### config.mk
export PLATFORM = sky130hd
export DESIGN_NAME = can_fault_confine
export DESIGN_NICKNAME = d
export VERILOG_FILES = /design/src/rtl/can_fc_pkg.sv /design/src/rtl/can_fc_errcnt.sv /design/src/rtl/can_fc_recovery.sv /design/src/rtl/can_fc_irq.sv /design/src/rtl/can_fault_confine.sv
export SDC_FILE = /design/constraint.sdc
export NUM_CORES = 1
export LEC_CHECK = 0
export BUFFER_PORTS_ARGS = -buffer_cell sky130_fd_sc_hd__clkbuf_2
export CORE_ASPECT_RATIO = 0.9
export CORE_UTILIZATION = 40
export DETAILED_ROUTE_END_ITERATION = 8
export PLACE_DENSITY = 0.67
export SLEW_MARGIN = 20
export SYNTH_ARGS = -nofsm -noshare
export SYNTH_HDL_FRONTEND = slang
export SYNTH_SLANG_ARGS = --single-unit
### constraint.sdc
create_clock -name clk -period 2 [get_ports clk]
set_input_delay 0.4 -clock clk [delete_from_list [all_inputs] [get_ports clk]]
set_output_delay 0.4 -clock clk [all_outputs]
set_load 0.02 [all_outputs]
### src/rtl/can_fc_pkg.sv
package can_fc_pkg;

  typedef enum logic [1:0] {
    ST_ACTIVE = 2'd0,
    ST_HOLD   = 2'd1,
    ST_WAIT   = 2'd2
  } rec_state_e;

  localparam int CH_TX = 0;
  localparam int CH_RX = 1;
  localparam int N_CH  = 2;

endpackage

### src/rtl/can_fc_errcnt.sv
module can_fc_errcnt #(
  parameter int CNT_W      = 9,
  parameter int AMT_W      = 4,
  parameter int WARN_LIM   = 96,
  parameter int BUSOFF_LIM = 255,
  parameter bit CAN_TRIP   = 1'b1
) (
  input  logic             clk,
  input  logic             rst_n,
  input  logic             inc,
  input  logic [AMT_W-1:0] amt,
  input  logic             dec,
  input  logic             freeze,
  input  logic             clr,
  output logic [CNT_W-1:0] cnt_q,
  output logic             warn,
  output logic             trip
);

  localparam logic [CNT_W-1:0] MAX_V  = {CNT_W{1'b1}};
  localparam logic [CNT_W-1:0] WARN_V = CNT_W'(WARN_LIM);
  localparam logic [CNT_W-1:0] LIM_V  = CNT_W'(BUSOFF_LIM);

  logic [CNT_W:0]   sum;
  logic [CNT_W-1:0] cnt_nxt;
  logic             cnt_en;

  assign sum = {1'b0, cnt_q} + {{(CNT_W + 1 - AMT_W){1'b0}}, amt};

  always_comb begin
    cnt_nxt = cnt_q;
    if (clr) begin
      cnt_nxt = '0;
    end else if (!freeze) begin
      if (inc) begin
        cnt_nxt = sum[CNT_W] ? MAX_V : sum[CNT_W-1:0];
      end else if (dec && (cnt_q != '0)) begin
        cnt_nxt = cnt_q - 1'b1;
      end
    end
  end

  assign cnt_en = clr | (!freeze & (inc | dec));

  always_ff @(posedge clk or negedge rst_n) begin
    if (!rst_n) begin
      cnt_q <= '0;
    end else if (cnt_en) begin
      cnt_q <= cnt_nxt;
    end
  end

  assign warn = (cnt_q >= WARN_V);

  generate
    if (CAN_TRIP) begin : g_trip
      assign trip = !freeze && (cnt_nxt > LIM_V);
    end else begin : g_notrip
      assign trip = 1'b0;
    end
  endgenerate

endmodule

### src/rtl/can_fc_recovery.sv
module can_fc_recovery
  import can_fc_pkg::*;
#(
  parameter int RECOV_CNT = 128
) (
  input  logic clk,
  input  logic rst_n,
  input  logic trip,
  input  logic bus_free,
  input  logic host_wr_en,
  input  logic host_rr_val,
  output logic bus_off,
  output logic reset_req,
  output logic recov_clr
);

  localparam int WC_W = (RECOV_CNT > 1) ? $clog2(RECOV_CNT) : 1;
  localparam logic [WC_W-1:0] WC_LAST = WC_W'(RECOV_CNT - 1);

  rec_state_e      st_q, st_nxt;
  logic            rr_q, rr_nxt;
  logic [WC_W-1:0] wc_q, wc_nxt;

  always_comb begin
    st_nxt    = st_q;
    rr_nxt    = rr_q;
    wc_nxt    = wc_q;
    recov_clr = 1'b0;
    unique case (st_q)
      ST_ACTIVE: begin
        if (trip) begin
          st_nxt = ST_HOLD;
          rr_nxt = 1'b1;
        end else if (host_wr_en) begin
          rr_nxt = host_rr_val;
        end
      end
      ST_HOLD: begin
        if (host_wr_en) begin
          rr_nxt = host_rr_val;
          if (!host_rr_val) begin
            st_nxt = ST_WAIT;
            wc_nxt = '0;
          end
        end
      end
      ST_WAIT: begin
        if (host_wr_en && host_rr_val) begin
          st_nxt = ST_HOLD;
          rr_nxt = 1'b1;
        end else if (bus_free) begin
          if (wc_q == WC_LAST) begin
            st_nxt    = ST_ACTIVE;
            wc_nxt    = '0;
            recov_clr = 1'b1;
          end else begin
            wc_nxt = wc_q + 1'b1;
          end
        end
      end
      default: begin
        st_nxt = ST_ACTIVE;
      end
    endcase
  end

  always_ff @(posedge clk or negedge rst_n) begin
    if (!rst_n) begin
      st_q <= ST_ACTIVE;
      rr_q <= 1'b0;
      wc_q <= '0;
    end else begin
      st_q <= st_nxt;
      rr_q <= rr_nxt;
      wc_q <= wc_nxt;
    end
  end

  assign bus_off   = (st_q != ST_ACTIVE);
  assign reset_req = rr_q;

endmodule

### src/rtl/can_fc_irq.sv
module can_fc_irq (
  input  logic clk,
  input  logic rst_n,
  input  logic irq_en,
  input  logic err_status,
  input  logic bus_off,
  output logic err_irq
);

  logic err_prev_q, boff_prev_q;

  always_ff @(posedge clk or negedge rst_n) begin
    if (!rst_n) begin
      err_prev_q  <= 1'b0;
      boff_prev_q <= 1'b0;
    end else begin
      err_prev_q  <= err_status;
      boff_prev_q <= bus_off;
    end
  end

  assign err_irq = irq_en & ((err_status ^ err_prev_q) | (bus_off ^ boff_prev_q));

endmodule

### src/rtl/can_fault_confine.sv
module can_fault_confine
  import can_fc_pkg::*;
#(
  parameter int CNT_W      = 9,
  parameter int AMT_W      = 4,
  parameter int WARN_LIM   = 96,
  parameter int BUSOFF_LIM = 255,
  parameter int RECOV_CNT  = 128
) (
  input  logic             clk,
  input  logic             rst_n,
  input  logic             tx_inc,
  input  logic [AMT_W-1:0] tx_inc_amt,
  input  logic             tx_dec,
  input  logic             rx_inc,
  input  logic [AMT_W-1:0] rx_inc_amt,
  input  logic             rx_dec,
  input  logic             bus_free,
  input  logic             host_wr_en,
  input  logic             host_rr_val,
  input  logic             irq_en,
  output logic [CNT_W-1:0] tx_cnt,
  output logic [CNT_W-1:0] rx_cnt,
  output logic             err_status,
  output logic             bus_off,
  output logic             reset_req,
  output logic             err_irq
);

  logic [1:0] rst_sync_q;
  logic       rst_n_i;

  always_ff @(posedge clk or negedge rst_n) begin
    if (!rst_n) begin
      rst_sync_q <= 2'b00;
    end else begin
      rst_sync_q <= {rst_sync_q[0], 1'b1};
    end
  end
  assign rst_n_i = rst_sync_q[1];

  logic [N_CH-1:0]            inc_v, dec_v, warn_v, trip_v;
  logic [N_CH-1:0][AMT_W-1:0] amt_v;
  logic [N_CH-1:0][CNT_W-1:0] cnt_v;
  logic                       recov_clr, trip_any;

  assign inc_v[CH_TX] = tx_inc;
  assign inc_v[CH_RX] = rx_inc;
  assign dec_v[CH_TX] = tx_dec;
  assign dec_v[CH_RX] = rx_dec;
  assign amt_v[CH_TX] = tx_inc_amt;
  assign amt_v[CH_RX] = rx_inc_amt;

  generate
    for (genvar i = 0; i < N_CH; i++) begin : g_cnt
      can_fc_errcnt #(
        .CNT_W     (CNT_W),
        .AMT_W     (AMT_W),
        .WARN_LIM  (WARN_LIM),
        .BUSOFF_LIM(BUSOFF_LIM),
        .CAN_TRIP  (i == CH_TX)
      ) u_cnt (
        .clk   (clk),
        .rst_n (rst_n_i),
        .inc   (inc_v[i]),
        .amt   (amt_v[i]),
        .dec   (dec_v[i]),
        .freeze(bus_off),
        .clr   (recov_clr),
        .cnt_q (cnt_v[i]),
        .warn  (warn_v[i]),
        .trip  (trip_v[i])
      );
    end
  endgenerate

  assign trip_any = |trip_v;

  can_fc_recovery #(
    .RECOV_CNT(RECOV_CNT)
  ) u_rec (
    .clk        (clk),
    .rst_n      (rst_n_i),
    .trip       (trip_any),
    .bus_free   (bus_free),
    .host_wr_en (host_wr_en),
    .host_rr_val(host_rr_val),
    .bus_off    (bus_off),
    .reset_req  (reset_req),
    .recov_clr  (recov_clr)
  );

  assign err_status = |warn_v;
  assign tx_cnt     = cnt_v[CH_TX];
  assign rx_cnt     = cnt_v[CH_RX];

  can_fc_irq u_irq (
    .clk       (clk),
    .rst_n     (rst_n_i),
    .irq_en    (irq_en),
    .err_status(err_status),
    .bus_off   (bus_off),
    .err_irq   (err_irq)
  );

endmodule

==> results.sh <==
export IMPL_path_max_fanout=2
export IMPL_grt_usage_pct=24.2
export IMPL_viasPerCell=5.83
export IMPL_numCtsBuffers=5
export IMPL_dieWidth_um=86.6
export IMPL_synth_area_mux_share_pct=2.63
export IMPL_antenna_found_initial=0
export IMPL_cp_end_kind="flop"
export IMPL_dr_pass1_iters=5
export IMPL_synthCells=308
export IMPL_avgRoutedWirePerCell_um=17.2
export IMPL_synth_edf_count=0
export IMPL_cts_root_buf="clkbuf_8"
export IMPL_hold_viol=0
export IMPL_clk_pin_slew_ns=0.08
export IMPL_setup_violations=11
export IMPL_r2r_setup_slack_ns=-0.13
export IMPL_grt_overflow=0
export IMPL_crit_type="flop to flop"
export IMPL_drc=0
export IMPL_synth_cell_type_count=64
export IMPL_rr_startpoint="g_cnt[0].u_cnt.cnt_q[5]"
export IMPL_grt_pass1_wl_um=13000
export IMPL_status="complete, but fails checks"
export IMPL_syn_area_sq_um=2570
export IMPL_ys_warn_count=0
export IMPL_postSynthAreaPerCell_sq_um=8.36
export IMPL_grt_pass1_vias=2749
export IMPL_rr_worst_depth=5
export IMPL_slew_viol_final=0
export IMPL_layout_drive_gt1_share_pct=53.8
export IMPL_drt_total_wl_um=8840
export IMPL_yosysTopAreaCell="dfrtp_1"
export IMPL_initial_core_util_pct=41.9
export IMPL_min_path_type="flop to async pin"
export IMPL_required_ns=2.18
export IMPL_fin_ws_ns=-0.127
export IMPL_post_dp_cell_area_sq_um=3340
export IMPL_critPathCapture="u_rec.st_q[0]"
export IMPL_io_pins=40
export IMPL_fin_skew_ns=0.00499
export IMPL_synth_common_cells="dfrtp_1, a21oi_1, nand2_1, nor2_1"
export IMPL_synth_xor_area_share_pct=2.72
export IMPL_synth_top_family_by_area="compound AO/OA/AOI/OAI gates"
export IMPL_ys_async_sr_fraction_pct=100
export IMPL_layout_nets=460
export IMPL_place_ws_ns=-0.346
export IMPL_grt_max_degree=25
export IMPL_drtIter0Drc=231
export IMPL_powerDensity_nw_per_um2=1590
export IMPL_clk_insertion_delay_late_ns=0.29
export IMPL_fin_area_sq_um=4100
export IMPL_diodes=0
export IMPL_port_buffers=39
export IMPL_fmaxAchievable_ghz=0.470
export IMPL_cellLeakagePower_nw=1.80
export IMPL_rsz0062_at_grt="yes"
export IMPL_synth_area_leaders="dfrtp_1, ha_1, a21oi_1"
export IMPL_violations="negative setup slack"
export IMPL_die_h_um=78.1
export IMPL_dp_hpwl_um=5590
export IMPL_peakVddDrop_mv=1.02
export IMPL_cap_violations=0
export IMPL_ant_nets=0
export IMPL_gp_congestion=0.867
export IMPL_die_area_sq_um=6760
export IMPL_r2r_end="u_rec.st_q[0]"
export IMPL_rows=27
export IMPL_worstPathArrival_ns=2.30
export IMPL_clock_sinks=32
export IMPL_finalCriticalPeriod_ns=2.13
export IMPL_synth_ff_latch_count=32
export IMPL_core_sq_um=6150
export IMPL_vias=2991
export IMPL_synth_flop_cell="dfrtp_1"
export IMPL_yosysTopAreaCellShare_pct=31.1
export IMPL_min_period_over_period_pct=106
export IMPL_synth_simple_gate_area_share_pct=22.8
export IMPL_synth_nets=343
export IMPL_synth_yosys_seq_area_share_pct=31.1
export IMPL_synth_compound_area_share_pct=25.9
export IMPL_clockBufferDepth=2
export IMPL_crit_start="g_cnt[0].u_cnt.cnt_q[5]"
export IMPL_cts_tree="yes"
export IMPL_cts_max_level=2
export IMPL_synth_most_common_cell="dfrtp_1"
export IMPL_synth_adder_area_share_pct=8.85
export IMPL_startpoint_type="flop"
export IMPL_syn_to_final_growth_pct=59.5
through the flow:
stage          TNS (ns)  power [mW]  instances  hold WS (ns)  util [%]
2_1_floorplan    -0.598        3.20        308         0.104         -
3_3_place_gp      -1.66        4.51        479         0.125      54.4
3_5_place_dp      -2.02        4.57        479         0.136      54.4
4_1_cts          -0.428        5.74        498         0.140      60.7
5_1_grt           -1.45        6.91        513         0.163      66.7
6_report         -0.680        6.52        513         0.131      66.7
per-layer routing:
layer / up-vias / global-route usage [%] / routed length, um
met3: 13 / 3.89 / 493
met2: 118 / 38.6 / 4230
met5: - / 0 / 0
met4: 0 / 6.67 / 144
li1: 1386 / - / -
met1: 1474 / 33.8 / 3980
critical path, cell delays in order (launching register included):
cell and delay, ns:
dfrtp_1 0.41, or4_4 0.55, or4_4 0.50, o31ai_4 0.08, o31a_4 0.19, mux2_4 0.29
where the power goes:
| group | total (mW) | switching [mW] | internal [mW] | leakage (nW) |
|---|---|---|---|---|
| combinational | 4.68 | 2.44 | 2.23 | 1.35 |
| sequential | 1.13 | 0.240 | 0.895 | 0.385 |
| clock | 0.712 | 0.272 | 0.440 | 0.0645 |
cells by family (layout without fill, tap and decap cells):
group | after synthesis | in the layout
other cells | 1 | 1
mux | 6 | 6
xor+xnor | 8 | 8
fa+ha+maj | 17 | 17
compound gates | 97 | 97
buf+inv | 36 | 154
simple gates | 111 | 111
flops | 32 | 32
how the worst min path moves through the flow:
stage	startpoint	to	slack [ns]	depth (start not counted)
6_report	rst_sync_q[1]	g_cnt[0].u_cnt.cnt_q[1]	0.13	0
3_5_place_dp	rst_sync_q[1]	g_cnt[0].u_cnt.cnt_q[1]	0.14	0
3_3_place_gp	rst_sync_q[1]	g_cnt[0].u_cnt.cnt_q[1]	0.12	0
2_1_floorplan	rst_n	rst_sync_q[0]	0.10	0
4_1_cts	rst_sync_q[1]	g_cnt[0].u_cnt.cnt_q[6]	0.14	0
5_1_grt	rst_sync_q[1]	g_cnt[0].u_cnt.cnt_q[6]	0.16	0
cell type report:
class | count | area, sq um
sequential | 32 | 810
multi-input combinational | 240 | 2060
clock inverter | 1 | 30.0
inverter | 20 | 81.3
clock buffer | 7 | 96.3
tap | 87 | 109
timing repair buffer | 126 | 922
fill | 487 | 2040
placed cells by master (no fill, tap or decap), drive strengths merged, types with 3 or more instances in the layout:
master and instances:
a2111oi 3, a211oi 3, a21oi 29, a31o 4, a31oi 5, and3 3
buf 87, clkbuf 45, dfrtp 32, ha 15, inv 19, mux2 3
mux2i 3, nand2 26, nand2b 3, nand3 12, nand3b 3, nand4 8
nor2 22, nor2b 3, nor3 11, nor4 4, nor4b 3, o21ai 20
o221ai 5, o31a 3, o31ai 3, or4 3, xnor2 3, xor2 5
sequential cells by signal, indices dropped and copies added, names as in the netlist:
register	count
rst_sync_q	2
g_cnt.u_cnt.cnt_q	18
u_rec.st_q	2
u_rec.wc_q	7
u_irq.boff_prev_q	1
u_irq.err_prev_q	1
u_rec.reset_req	1
timing repair:
| action | in CTS | in global routing |
|---|---|---|
| gates resized for setup | 41 | 62 |
| pin swaps | 20 | 22 |
| buffers inserted | 11 | 16 |
| hold endpoints to repair | 2 | 0 |
| hold buffers | 1 | 0 |
| setup endpoints to repair | 13 | 28 |
Power figures use the tool's default switching activity.
